`config.mk`:
```
export PLATFORM = sky130hd
export DESIGN_NAME = ode_step_core
export DESIGN_NICKNAME = d
export VERILOG_FILES = /design/src/rtl/ode_step_pkg.sv /design/src/rtl/ode_mul_lane.sv /design/src/rtl/ode_alu_lane.sv /design/src/rtl/ode_step_ctrl.sv /design/src/rtl/ode_step_core.sv
export SDC_FILE = /design/constraint.sdc
export NUM_CORES = 1
export LEC_CHECK = 0
export ABC_AREA = 1
export CAP_MARGIN = 20
export CORE_MARGIN = 5
export CORE_UTILIZATION = 44
export DETAILED_ROUTE_END_ITERATION = 16
export REMOVE_ABC_BUFFERS = 1
export SLEW_MARGIN = 25
export SYNTH_ARGS = -nofsm -noshare
export SYNTH_HDL_FRONTEND = slang
export SYNTH_SLANG_ARGS = --single-unit
```
`constraint.sdc`:
```
create_clock -name clk -period 16.15 [get_ports clk]
set_clock_uncertainty 0.1 [all_clocks]
set_input_delay 1.615 -clock clk [delete_from_list [all_inputs] [get_ports clk]]
set_output_delay 1.615 -clock clk [all_outputs]
set_load 0.05 [all_outputs]
```
`src/rtl/ode_step_pkg.sv`:
```
package ode_step_pkg;
  typedef enum logic [1:0] {
    ALU_ADD = 2'd0,
    ALU_SUB = 2'd1,
    ALU_LT  = 2'd2,
    ALU_PASS = 2'd3
  } alu_op_e;

  localparam int NUM_STEPS = 4;
  localparam int NUM_MUL   = 2;
  localparam int NUM_ALU   = 2;
endpackage

```
`src/rtl/ode_mul_lane.sv`:
```
module ode_mul_lane #(
  parameter int W = 16
) (
  input  logic [W-1:0] opa,
  input  logic [W-1:0] opb,
  output logic [W-1:0] prod
);
  logic [2*W-1:0] full;
  assign full = {{W{1'b0}}, opa} * {{W{1'b0}}, opb};
  // low half is identical for signed and unsigned operands
  assign prod = full[W-1:0];
endmodule

```
`src/rtl/ode_alu_lane.sv`:
```
module ode_alu_lane
  import ode_step_pkg::*;
#(
  parameter int W = 16
) (
  input  alu_op_e      op,
  input  logic [W-1:0] opa,
  input  logic [W-1:0] opb,
  output logic [W-1:0] res
);
  always_comb begin
    case (op)
      ALU_ADD: res = opa + opb;
      ALU_SUB: res = opa - opb;
      ALU_LT:  res = {{(W-1){1'b0}}, ($signed(opa) < $signed(opb))};
      default: res = opa;
    endcase
  end
endmodule

```
`src/rtl/ode_step_ctrl.sv`:
```
module ode_step_ctrl #(
  parameter int NSTEP = 4
) (
  input  logic             clk,
  input  logic             rst_n,
  input  logic             launch,
  input  logic             again,
  output logic [NSTEP-1:0] step,
  output logic             busy,
  output logic             done
);
  localparam logic [NSTEP-1:0] FIRST = NSTEP'(1);

  always_ff @(posedge clk) begin
    if (!rst_n) begin
      step <= '0;
      done <= 1'b0;
    end else begin
      done <= step[NSTEP-1] & ~again;
      if (step == '0) begin
        step <= launch ? FIRST : '0;
      end else if (step[NSTEP-1]) begin
        step <= again ? FIRST : '0;
      end else begin
        step <= step << 1;
      end
    end
  end

  assign busy = |step;

  a_r3_step_onehot: assert property (@(posedge clk) disable iff (!rst_n)
    $onehot0(step));
  a_r3_launch_first: assert property (@(posedge clk) disable iff (!rst_n)
    (launch && !busy) |=> (step == FIRST));
  a_r3_done_after_last: assert property (@(posedge clk) disable iff (!rst_n)
    $rose(done) |-> $past(step[NSTEP-1]));
  a_r3_done_single: assert property (@(posedge clk) disable iff (!rst_n)
    done |=> !done);
endmodule

```
`src/rtl/ode_step_core.sv`:
```
module ode_step_core
  import ode_step_pkg::*;
#(
  parameter int W = 16
) (
  input  logic         clk,
  input  logic         rst_n,
  input  logic         in_valid,
  output logic         in_ready,
  input  logic         loop_en,
  input  logic [W-1:0] x_in,
  input  logic [W-1:0] u_in,
  input  logic [W-1:0] y_in,
  input  logic [W-1:0] dx_in,
  input  logic [W-1:0] a_in,
  output logic         done,
  output logic [W-1:0] x_out,
  output logic [W-1:0] u_out,
  output logic [W-1:0] y_out,
  output logic         below_out
);
  localparam logic [W-1:0] K3 = W'(3);

  // latched operands / loop state
  logic [W-1:0] x_q, u_q, y_q, dx_q, a_q;
  logic         loop_q;
  // partial results, one per producing op
  logic [W-1:0] p_3x, p_udx, p_3xudx, p_3y, p_3ydx, p_udx2, d_u3x;
  // result registers
  logic [W-1:0] xn_q, un_q, yn_q;
  logic         c_q;

  logic [NUM_STEPS-1:0] step;
  logic busy, accept, again;

  logic [W-1:0] mul_a [NUM_MUL];
  logic [W-1:0] mul_b [NUM_MUL];
  logic [W-1:0] mul_y [NUM_MUL];
  alu_op_e      alu_op [NUM_ALU];
  logic [W-1:0] alu_a  [NUM_ALU];
  logic [W-1:0] alu_b  [NUM_ALU];
  logic [W-1:0] alu_y  [NUM_ALU];

  assign in_ready = ~busy;
  assign accept   = in_valid & ~busy;
  assign again    = step[NUM_STEPS-1] & loop_q & c_q;

  ode_step_ctrl #(.NSTEP(NUM_STEPS)) u_ctrl (
    .clk(clk), .rst_n(rst_n), .launch(accept), .again(again),
    .step(step), .busy(busy), .done(done)
  );

  // operand selection from the one-hot step, per the fixed binding
  always_comb begin
    for (int i = 0; i < NUM_MUL; i++) begin
      mul_a[i] = '0;
      mul_b[i] = '0;
    end
    for (int i = 0; i < NUM_ALU; i++) begin
      alu_op[i] = ALU_PASS;
      alu_a[i]  = '0;
      alu_b[i]  = '0;
    end
    if (step[0]) begin
      mul_a[0] = K3;    mul_b[0] = x_q;           // 3x
      mul_a[1] = u_q;   mul_b[1] = dx_q;          // u*dx
      alu_op[0] = ALU_ADD; alu_a[0] = x_q; alu_b[0] = dx_q;  // x+dx
    end
    if (step[1]) begin
      mul_a[0] = p_3x;  mul_b[0] = p_udx;         // 3x*u*dx
      mul_a[1] = K3;    mul_b[1] = y_q;           // 3y
      alu_op[0] = ALU_LT; alu_a[0] = xn_q; alu_b[0] = a_q;   // flag
    end
    if (step[2]) begin
      mul_a[0] = p_3y;  mul_b[0] = dx_q;          // 3y*dx
      mul_a[1] = u_q;   mul_b[1] = dx_q;          // u*dx for y
      alu_op[0] = ALU_SUB; alu_a[0] = u_q; alu_b[0] = p_3xudx;
    end
    if (step[3]) begin
      alu_op[0] = ALU_SUB; alu_a[0] = d_u3x; alu_b[0] = p_3ydx;
      alu_op[1] = ALU_ADD; alu_a[1] = y_q;   alu_b[1] = p_udx2;
    end
  end

  for (genvar g = 0; g < NUM_MUL; g++) begin : g_mul
    ode_mul_lane #(.W(W)) u_mul (.opa(mul_a[g]), .opb(mul_b[g]), .prod(mul_y[g]));
  end
  for (genvar g = 0; g < NUM_ALU; g++) begin : g_alu
    ode_alu_lane #(.W(W)) u_alu (.op(alu_op[g]), .opa(alu_a[g]), .opb(alu_b[g]), .res(alu_y[g]));
  end

  always_ff @(posedge clk) begin
    if (!rst_n) begin
      x_q <= '0; u_q <= '0; y_q <= '0; dx_q <= '0; a_q <= '0; loop_q <= 1'b0;
      p_3x <= '0; p_udx <= '0; p_3xudx <= '0; p_3y <= '0;
      p_3ydx <= '0; p_udx2 <= '0; d_u3x <= '0;
      xn_q <= '0; un_q <= '0; yn_q <= '0; c_q <= 1'b0;
    end else begin
      if (accept) begin
        x_q <= x_in; u_q <= u_in; y_q <= y_in; dx_q <= dx_in; a_q <= a_in;
        loop_q <= loop_en;
      end
      if (step[0]) begin
        p_3x  <= mul_y[0];
        p_udx <= mul_y[1];
        xn_q  <= alu_y[0];
      end
      if (step[1]) begin
        p_3xudx <= mul_y[0];
        p_3y    <= mul_y[1];
        c_q     <= alu_y[0][0];
      end
      if (step[2]) begin
        p_3ydx <= mul_y[0];
        p_udx2 <= mul_y[1];
        d_u3x  <= alu_y[0];
      end
      if (step[3]) begin
        un_q <= alu_y[0];
        yn_q <= alu_y[1];
        if (again) begin
          x_q <= xn_q;
          u_q <= alu_y[0];
          y_q <= alu_y[1];
        end
      end
    end
  end

  assign x_out     = xn_q;
  assign u_out     = un_q;
  assign y_out     = yn_q;
  assign below_out = c_q;

  a_r8_hold_idle: assert property (@(posedge clk) disable iff (!rst_n)
    (!busy && !in_valid) |=> $stable({x_out, u_out, y_out, below_out}));
  a_r7_flag_at_done: assert property (@(posedge clk) disable iff (!rst_n)
    done |-> (below_out == ($signed(x_out) < $signed(a_q))));
  a_r4_x_at_done: assert property (@(posedge clk) disable iff (!rst_n)
    done |-> (x_out == W'(x_q + dx_q)));
  a_r2_busy_blocks: assert property (@(posedge clk) disable iff (!rst_n)
    (busy && !step[NUM_STEPS-1]) |=> $stable({dx_q, a_q, loop_q}));
endmodule

```
## Word-level counts from Yosys, hierarchy flattened

Cells that the tools add are included.

- Register bits: 247
- Output and inout bits: 51
- Input bits: 84

- Reductions and logical operators: 4
- $mul: 2
- Add/sub/neg operators: 4
- Bitwise logic cells: 6
- Magnitude comparators: 2
- Equal/unequal tests: 4
- Multiplexer cells: 33

Operator list:

| operator | number |
|---|---|
| 16-bit 2-to-1 mux | 15 |
| 32-bit 2-to-1 mux | 7 |
| 16-bit one-hot mux with 3 select lines | 2 |
| 16-bit adder | 2 |
| 16-bit less-than comparator | 2 |
| 16-bit by 16-bit multiplier with 16-bit output | 2 |
| 16-bit subtractor | 2 |
| 18-bit 2-to-1 mux | 1 |
| 4-bit 2-to-1 mux | 3 |
| 2-bit 2-to-1 mux | 3 |
| 1-bit AND | 4 |
| 2-bit by 1-bit == test with 1-bit output, second input constant | 2 |
| 2-bit == test, second input constant | 2 |
| 2-bit logical NOT | 2 |
| 4-bit logical NOT | 1 |
| 4-bit OR reduction | 1 |
| 1-bit 2-to-1 mux | 2 |
| 1-bit NOT | 2 |

## Depth between registers and ports, before layout

Gate-level depths: netlist (run 1).

- Word-level depth: 8
- Gate-level depth with buffers: 35

## Hierarchy

Synthesis (run 1) repeated with hierarchy kept, for this count alone.

- Cell total of the unflattened synthesis: 3886
- Area, all modules: 24653.6 µm²

Modules (own cells, without submodules):

| module | cells an instance | times used | area an instance (µm²) | sequential area each (µm²) |
|---|---|---|---|---|
| ode_step_core | 1716 | 1 | 11442.2 | 4844.6 |
| ode_alu_lane | 443 | 2 | 2227.1 | 0.0 |
| ode_mul_lane (g_mul[1].u_mul) | 636 | 1 | 4319.1 | 0.0 |
| ode_mul_lane (g_mul[0].u_mul) | 627 | 1 | 4269.1 | 0.0 |
| ode_step_ctrl | 21 | 1 | 168.9 | 100.1 |

## Least setup slack after synthesis (run 1)

OpenSTA, ideal clock, no wires.

- Kind: register to register
- Start: register u_ctrl.step[1]
- End: register p_udx[15]
- Library setup time: 0.126 ns
- Data arrival time: 5.857 ns
- Stages on the path, launching flop included: 31
- Buffers on the path: 2
- Path slack: 10.067 ns
- Data required time: 15.924 ns
- Cell sequence: dfxtp_1 -> buf_6 -> inv_4 -> buf_2 -> nor2_1 -> o21ai_0 -> nand2_1 -> inv_1 -> nand2_1 -> fa_1 -> fa_1 -> inv_1 -> fa_1 -> inv_1 -> fa_1 -> inv_1 -> fa_1 -> inv_1 -> fa_1 -> inv_1 -> ha_1 -> inv_1 -> nor4_1 -> nand3_1 -> nand4_1 -> xor2_1 -> nand3_1 -> nand2_1 -> nand2_1 -> nand2_2 -> a21oi_2

- Word-level cells in the longest chain between the ends: 3
- Elaborated cells on any way between the ends: 5
- Those cells by class: mul (1); mux (4)

RTL lines:

| what | line | RTL |
|---|---|---|
| start: declaration | ode_step_ctrl.sv:8 | `output logic [NSTEP-1:0] step,` |
| start signal: assignment | ode_step_ctrl.sv:21 | `step <= launch ? FIRST : '0;` |
| start signal: assignment | ode_step_ctrl.sv:23 | `step <= again ? FIRST : '0;` |
| start signal: assignment | ode_step_ctrl.sv:25 | `step <= step << 1;` |
| 32-bit 2-to-1 mux | ode_step_core.sv:69 | `if (step[1]) begin` |
| 32-bit 2-to-1 mux | ode_step_core.sv:74 | `if (step[2]) begin` |
| 16-bit by 16-bit multiplier with 16-bit output (*) | ode_mul_lane.sv:9 | `assign full = {{W{1'b0}}, opa} * {{W{1'b0}}, opb};` |
| end signal: assignment | ode_step_core.sv:105 | `p_udx <= mul_y[1];` |
| end: declaration | ode_step_core.sv:28 | `logic [W-1:0] p_3x, p_udx, p_3xudx, p_3y, p_3ydx, p_udx2, d_u3x;` |

Every way passes the cells marked *; elsewhere a longest branch is shown, timed or not.
A chain may end at the register's enable or synchronous reset.

## Worst setup path in the final report (run 1)

- Start: register u_ctrl.step[1]
- End: register p_3xudx[15]

- Word-level cells in the longest chain between the ends: 3
- Elaborated cells on any way between the ends: 5
- Those cells by class: mul (1); mux (4)

RTL lines:

| what | line | RTL |
|---|---|---|
| 32-bit 2-to-1 mux | ode_step_core.sv:69 |  |
| 32-bit 2-to-1 mux | ode_step_core.sv:74 |  |
| 16-bit by 16-bit multiplier with 16-bit output | ode_mul_lane.sv:9 |  |
| end signal: assignment | ode_step_core.sv:109 | `p_3xudx <= mul_y[0];` |
| end: declaration | ode_step_core.sv:28 |  |

Several ways; a longest one is shown, not always the timed one.

==> impl.org, run 1 <==
** Outcome
- The flow ran to the end, and the final reports show no timing, DRC or antenna violations.

** STA
- The clock period could shrink to 7794 ps.
- The tightest hold path in the finished design has a slack of 353.7 ps.
- Max Freq :: 128.3 MHz
- Final setup violation count :: 0
- Setup total negative slack on the finished layout was measured at 0 ps.
- Period utilisation layout :: 48.26%
- Relative slew slack :: about 33%
- Endpoints failing hold :: 0
- RSZ-0062 raised after global routing :: no
- For the pin with the worst max-slew slack, the measured transition is 994.7 ps.
- Final Max Slew Viols :: 0

** Die
- Measured along the y axis, the die boundary spans 233.1 µm.
- 135 I/O pins were placed.
- Total die area :: 0.05434 mm²
- Area of the core region :: 0.04905 mm²
- Initial core utilization :: 44.66%
- Die X-Extent :: 233.1 µm
- In this run the core area contains 81 standard-cell rows.

** Cells and area
- In the final design database the tool counted 3673 nets.
- Leaving out fill and tap cells, the most frequent cell in the layout is nand2_1.
- Summing all multi-input logic gate instances after layout gives 0.01389 mm².
- Fillcell total :: 5153
- Layout Area Growth over Synthesis :: 12.22%
- Most frequent cells in the layout :: 683 x nand2_1, 660 x inv_1, 315 x nor2_1
- The repair_antennas step left the layout with diodes totalling 0.
- Flip-flop and latch area :: ~0.005 mm²
- The post-route netlist has 3.456% of its cells at a drive strength greater than 1.

** Routing
- Using the TritonRoute via totals, the vias-per-cell ratio works out to 5.415.
- The first detailed-routing pass ran for 6 iterations.
- For this run, design rule violations remaining after detail routing come to 0.
- The count of nets left with antenna violations once routing finished came out at 0.
- Final routed wirelength across all metal layers :: 82670 µm
- Drt initial violations :: 2256
- Total vias in the final route :: 21460
- In the final routed layout, each cell accounts on average for 20.86 µm.

** Yosys
- Seq/Total Area, Yosys :: 22.57%
- Proportion of netlist area held by the largest area contributor :: a little under a quarter
- By area the synthesized netlist is led by dfxtp_1 23%, fa_1 15%, nand2_1 12%, inv_1 11%, ha_1 8.2%.
- Area share of fa/ha/maj cells after synthesis :: about 23%
- Yosys synthesis warning count :: 0
- Simple logic cell fraction of the synthesized area :: 22.35%
- Cell taking the most area after synthesis :: dfxtp_1
- #FFs+latches synth :: between 200 and 250
- Multiplexer fraction of the synthesized cell area :: 0%
- Unique cell type count in the Yosys netlist :: 54
- After synthesis, the largest family of logic cells by area is adder cells.
- Synthesis produced a netlist whose cell count is 3230.
- Post-synthesis average cell area :: around 6.8 µm²
- Xor/xnor share of the synthesized area :: under 10%
- The mapped netlist covers 0.02190 mm².
- Summing the areas of all compound-gate instances in the mapped netlist gives 16.08% of the synthesized area.

** Clock network
- Number of buffers created by CTS :: 27
- Clock transition at the registers of the reported paths :: 60 ps
- Cts-stage hold buffer count :: 0
- Insertion delay to the later sink of the worst-skew pair :: 560 ps
- Clock Sinks :: about 250
- CTS built an H-tree with a depth of 1.
- Setup bufs post-CTS :: 0
- The tree is rooted in a clkbuf_16.
- TritonCTS built the clock tree.
- Gates resized during post-CTS repair numbered 0.
- The clock passes through at most 3 buffers.

** Critical path
- The critical path is of the reg -> reg type.
- The largest single stage delay on the critical path is between 600 and 700 ps.
- Max Fanout on Critical Path :: 78
- STA classifies the critical path startpoint as a register.
- WP data required :: 16460 ps
- Data arrival time of the critical path :: about 8000 ps
- Cell mode on critical path :: nand2_1
- Worst setup EP type :: register
- The slowest stage of the critical path belongs to the cell buf_4.

** Placed design
- The wire-length estimate of the detail-placed layout is 64240 µm.
- Gp weighted congestion :: 0.9459
- Input/output buffers :: around 130

** Global route
- Total grt overflow :: 0
- The number of antenna violations at the first check in global routing is 3.
- The via count of the first global-routing pass is 21080.
- Entering global routing, the biggest net connects between 80 and 90 pins.
- The first global-routing pass estimated 125200 µm of wire.
- Overall global routing resource usage :: 29.92%

** Worst hold path
- The path class of the tightest hold or removal check is reg -> reg.

** Pwr
- Cell Pwr Density :: slightly above 60 mW/mm²
- Across the VDD grid, the largest voltage drop is 0.08657 mV.
- Leak Pwr :: 0.01237 µW

** Flow run
- Across the run, the number of max-cap violations was 0.
layer usage:
layer | vias up | global-route usage, % | part of all wire [%]
met2 | 860 | 49.49 | 46
li1 | 10160 | - | -
met4 | 4 | 9.433 | 3.5
met3 | 136 | 3.707 | 7.3
met1 | 10300 | 40.95 | 43
met5 | - | 0 | 0.030
power by group:
group          switching [µW]  internal, µW
Sequential               17.5           632
Combinational             157          71.2
Clock                     265           374
Total                     439          1080
registers in the layout, indices dropped and copies added (netlist names):
name	count
x_q	16
dx_q	16
d_u3x	16
a_q	16
p_3x	16
u_ctrl.done	1
y_out	16
x_out	16
below_out	1
u_out	16
u_ctrl.step	4
p_3xudx	16
u_q	16
p_udx2	16
loop_q	1
p_3y	16
p_udx	16
p_3ydx	16
y_q	16
Yosys cell counts (all sizes together):
| master | instances |
|---|---|
| a211oi | 5 |
| a21boi | 1 |
| a21o | 1 |
| a21oi | 240 |
| a221o | 1 |
| a221oi | 1 |
| a22o | 15 |
| a22oi | 13 |
| a31oi | 6 |
| a32o | 1 |
| buf | 51 |
| clkbuf | 79 |
| clkinv | 2 |
| dfxtp | 247 |
| fa | 163 |
| ha | 144 |
| inv | 671 |
| nand2 | 691 |
| nand3 | 135 |
| nand3b | 10 |
| nand4 | 14 |
| nor2 | 331 |
| nor3 | 12 |
| nor4 | 2 |
| o2111ai | 1 |
| o211ai | 49 |
| o21a | 7 |
| o21ai | 259 |
| o21bai | 7 |
| o221ai | 1 |
| o22ai | 15 |
| o31ai | 5 |
| o32ai | 1 |
| or2 | 5 |
| xnor2 | 10 |
| xor2 | 34 |
kinds of logic (layout without fill, tap and decap cells):
family	after synthesis	after routing
AOI/OAI and AO/OA	629	629
xor gates and xnor gates	44	44
adders and majority gates	307	307
buffers and inverters	803	872
DFF	247	247
and+or+nand+nor	1200	1200
cell type report:
class / count / share of cell area [%]
Multi-Input combinational cell: 2180 / 56.50
Clock inverter: 6 / 0.3512
Inverter: 673 / 10.32
Tap cell: 664 / 3.380
Sequential cell: 247 / 20.15
Timing Repair Buffer: 153 / 6.026
Clock buffer: 40 / 3.278
worst max-delay path, delay by kind of cell, from the launching register on:
kind / cells / cell delay [ps]
adder cells (fa/ha/maj): 7 / 3360
AO/OA/AOI/OAI: 3 / 720
AND/OR/NAND/NOR: 10 / 1640
flip-flops: 1 / 330
buffers and inverters: 8 / 1420
worst paths after layout:
path         cells past startpoint  slack, ps                       end                       from
max                             28       8360  p_3xudx[15]$_SDFFE_PN0P_  u_ctrl.step[1]$_SDFF_PP0_
min reg2reg                      2        350     u_out[6]$_SDFFE_PN0P_      u_out[6]$_SDFFE_PN0P_
max reg2reg                     28       8360  p_3xudx[15]$_SDFFE_PN0P_  u_ctrl.step[1]$_SDFF_PP0_
min                              2        350     u_out[6]$_SDFFE_PN0P_      u_out[6]$_SDFFE_PN0P_
per-stage QoR:
stage / setup WS, ps / total power [µW] / instance area [µm²] / utilization [%] / cells
5_1_grt: 7922 / 1573 / 24580 / 50.11 / 3963
6_report: 8356 / 1517 / 24580 / 50.11 / 3963
3_3_place_gp: 8692 / 885.0 / 23690 / 48.29 / 3917
2_1_floorplan: 7924 / 785.3 / 21350 / - / 3100
3_5_place_dp: 8505 / 886.6 / 23690 / 48.29 / 3917
4_1_cts: 8473 / 1520 / 24580 / 50.10 / 3963
Power figures use the tool's default switching activity.
==> inputs of run 2 (changes only) <==
- clock period: 16.15 -> 7.4 ns (I/O delays scaled with it)
==> run 2 against run 1 <==
Compared with the run above:
- cell area grew 1.3%
- non-clock buffer count rose by 33
- utilization rose by 0.67 points
- sequential share of layout area is 0.27 points lower
- critical path type unchanged
- largest power group unchanged
==> impl.org, run 2 (synthesized netlist as in run 1, its figures left out) <==
** Outcome
- Status :: completed

** Clock network
- Clock tree from TritonCTS :: done
- In this run the clock root is driven by a clkbuf_16.
- Cts-stage hold buffer count :: 0 (unchanged)
- Number of buffers created by CTS :: 27 (unchanged)
- Clock transition at the registers of the reported paths :: 70 ps (about the same)
- The maximum level of the CTS H-tree was 1 (unchanged).
- The clock tree buffer depth was 3 (unchanged).
- The number of sinks on the clock net is 247 (unchanged).
- Insertion delay to the later sink of the worst-skew pair :: 570 ps (about the same)

** Cells and area
- The library cell used most frequently in the layout, excluding fill and tap cells, is nand2_1.
- Fraction of layout instances using a drive strength above 1 :: 4.708% (+1.3 points)
- Final Net Count :: 3706 (+0.90%)
- Area of combinational cells with multiple inputs :: 0.01391 mm² (+0.13%)
- The finished layout cell area is 0.02491 mm² (+1.3%).
- Flip-flop and latch area :: 0.004952 mm² (unchanged)
- Compared with the post-synthesis result, the final layout area differs by 13.72%.
- Most frequent cells in the layout :: 683 x nand2_1, 659 x inv_1, 314 x nor2_1
- The count of fill cells added during filler insertion came to 5064 (-1.7%).

** Die
- The height of the die was 233.1 µm (unchanged).
- Total die area :: 0.05434 mm² (unchanged)
- Initial core utilization :: 44.66% (unchanged)
- The number of ports placed on the die boundary was 135 (unchanged).
- Area of the core region :: 0.04905 mm² (unchanged)
- The floorplan die width was 233.1 µm (unchanged).
- Number of standard-cell rows in the floorplan :: 81 (unchanged)

** Critical path
- Worst Reg-to-Reg Cells :: 30 (+7.1%)
- Among all stages on the critical path, the largest delay is contributed by dfxtp_2.
- The signal arrival time at the worst endpoint was 7330 ps (-770 ps).
- STA classifies the critical path startpoint as a register.
- The worst stage delay on the critical path came to 510 ps (-150 ps).
- Worst setup EP type :: register
- WP data required :: 7750 ps (-8710 ps)
- Worst setup path class :: reg -> reg
- The critical-path maximum fanout is 32 (-59%).

** Placed design
- The final HPWL from detailed placement came to 65650 µm (+2.2%).
- Gp weighted congestion :: 0.9541 (+0.87%)
- Pre-CTS setup slack :: 258.2 ps (-8247 ps)
- The number of buffer cells added on primary ports came to 134 (unchanged).
- Post-placement cell area :: 0.02394 mm² (+1.1%)

** Pwr
- The leakage dissipation is 0.01256 µW (+1.6%).
- The peak supply drop was 0.1632 mV (+88%).
- The power per standard cell area came to 133.7 mW/mm² (+120%).

** STA
- The worst hold margin was 351.7 ps (-1.973 ps).
- The worst slew slack as a fraction of its limit was 31.14% (-2.3 points).
- Setup repair after global routing left no endpoint under its margin.
- Endpoints failing hold :: 0 (unchanged)
- The number of setup violations in the final report is 0 (unchanged).
- The transition time at the pin with the least slew margin was 1029 ps (+34.70 ps).
- Max Freq :: 143.2 MHz (+12%)
- Min setup slack post-route :: 418.9 ps (-7937 ps)
- Period minus WS final :: 6981 ps (-813.3 ps)
- Final Max Slew Viols :: 0 (unchanged)
- Period utilisation layout :: 94.34% (+46 points)

** Flow run
- Max-cap violations :: 0 (unchanged)

** Routing
- Final routed DRC violation total :: 0 (unchanged)
- The final antenna-violating net count is 0 (unchanged).
- The vias per cell was 5.373 (-0.79%).
- The total routed wirelength came to 83430 µm (+0.92%).
- Drt initial violations :: 1891 (-16%)
- The wire length per cell after detailed routing was 20.86 µm (about the same).
- Total vias in the final route :: 21490 (+0.14%)
- Number of optimization iterations in the first detailed-route pass :: 5 (-1)

** Global route
- First-pass GRT wire length :: 124500 µm (-0.53%)
- The largest net degree at the start of global routing came to 91 (+12%).
- The total global-route track usage came to 30.12% (+0.20 points).
- The number of antenna violations at the first check in global routing is 6 (+3).
- Total grt overflow :: 0 (unchanged)
- Via count of the first global-routing pass :: 20650 (-2.0%)

** Worst hold path
- The count of cells along the worst hold path is 2 (unchanged).
- HP Class :: reg -> reg
-- run 2: final timing paths --
check                                          startpoint               endpoint  slack (ps)
worst max-delay path            u_ctrl.step[1]$_SDFF_PP0_  p_3x[15]$_SDFFE_PN0P_         420
worst min-delay path                u_out[6]$_SDFFE_PN0P_  u_out[6]$_SDFFE_PN0P_         350
worst max register to register  u_ctrl.step[1]$_SDFF_PP0_  p_3x[15]$_SDFFE_PN0P_         420
worst min register to register      u_out[6]$_SDFFE_PN0P_  u_out[6]$_SDFFE_PN0P_         350
-- run 2: cell type report --
type | instances | area share (%)
Multi-Input combinational cell | 2180 | 55.83
Sequential cell | 247 | 19.88
Inverter | 673 | 10.21
Timing Repair Buffer | 186 | 7.138
Tap cell | 664 | 3.335
Clock buffer | 32 | 2.948
Clock inverter | 17 | 0.6530
Antenna cell | 1 | 0.01005
-- run 2: routing by layer --
metal,track usage (%),up-vias,part of all wire (%)
met1,39.87,10180,42
met5,0,-,0.11
li1,-,10220,-
met4,12.68,12,4.8
met2,46.95,899,44
met3,7.646,181,9.0
-- run 2: through the flow --
stage | setup TNS (ps) | instances | utilization, % | total power [µW]
floorplan | -7813 | 3100 | - | 1714
global placement | 0 | 3946 | 48.81 | 1937
detailed placement | 0 | 3946 | 48.81 | 1941
CTS | 0 | 3995 | 50.64 | 3337
global route | 0 | 3999 | 50.78 | 3443
finish | 0 | 4000 | 50.78 | 3332
-- run 2: where the power goes --
part / switching, µW / internal, µW
Sequential: 42.9 / 1380
Clock: 597 / 810
Combinational: 341 / 161
-- run 2: worst max-delay path: cells and delay by family (launching register included) --
| kind | cells | cell delay, ps |
|---|---|---|
| AND/OR/NAND/NOR | 11 | 1530 |
| flip-flops | 1 | 510 |
| buffers and inverters | 9 | 1110 |
| adder cells (fa/ha/maj) | 7 | 3150 |
| AO/OA/AOI/OAI | 3 | 430 |
-- run 2: what timing repair did --
action                     4_1_cts  5_1_grt
resized for setup                0       10
setup buffers                    0        4
setup endpoints to repair        0       12
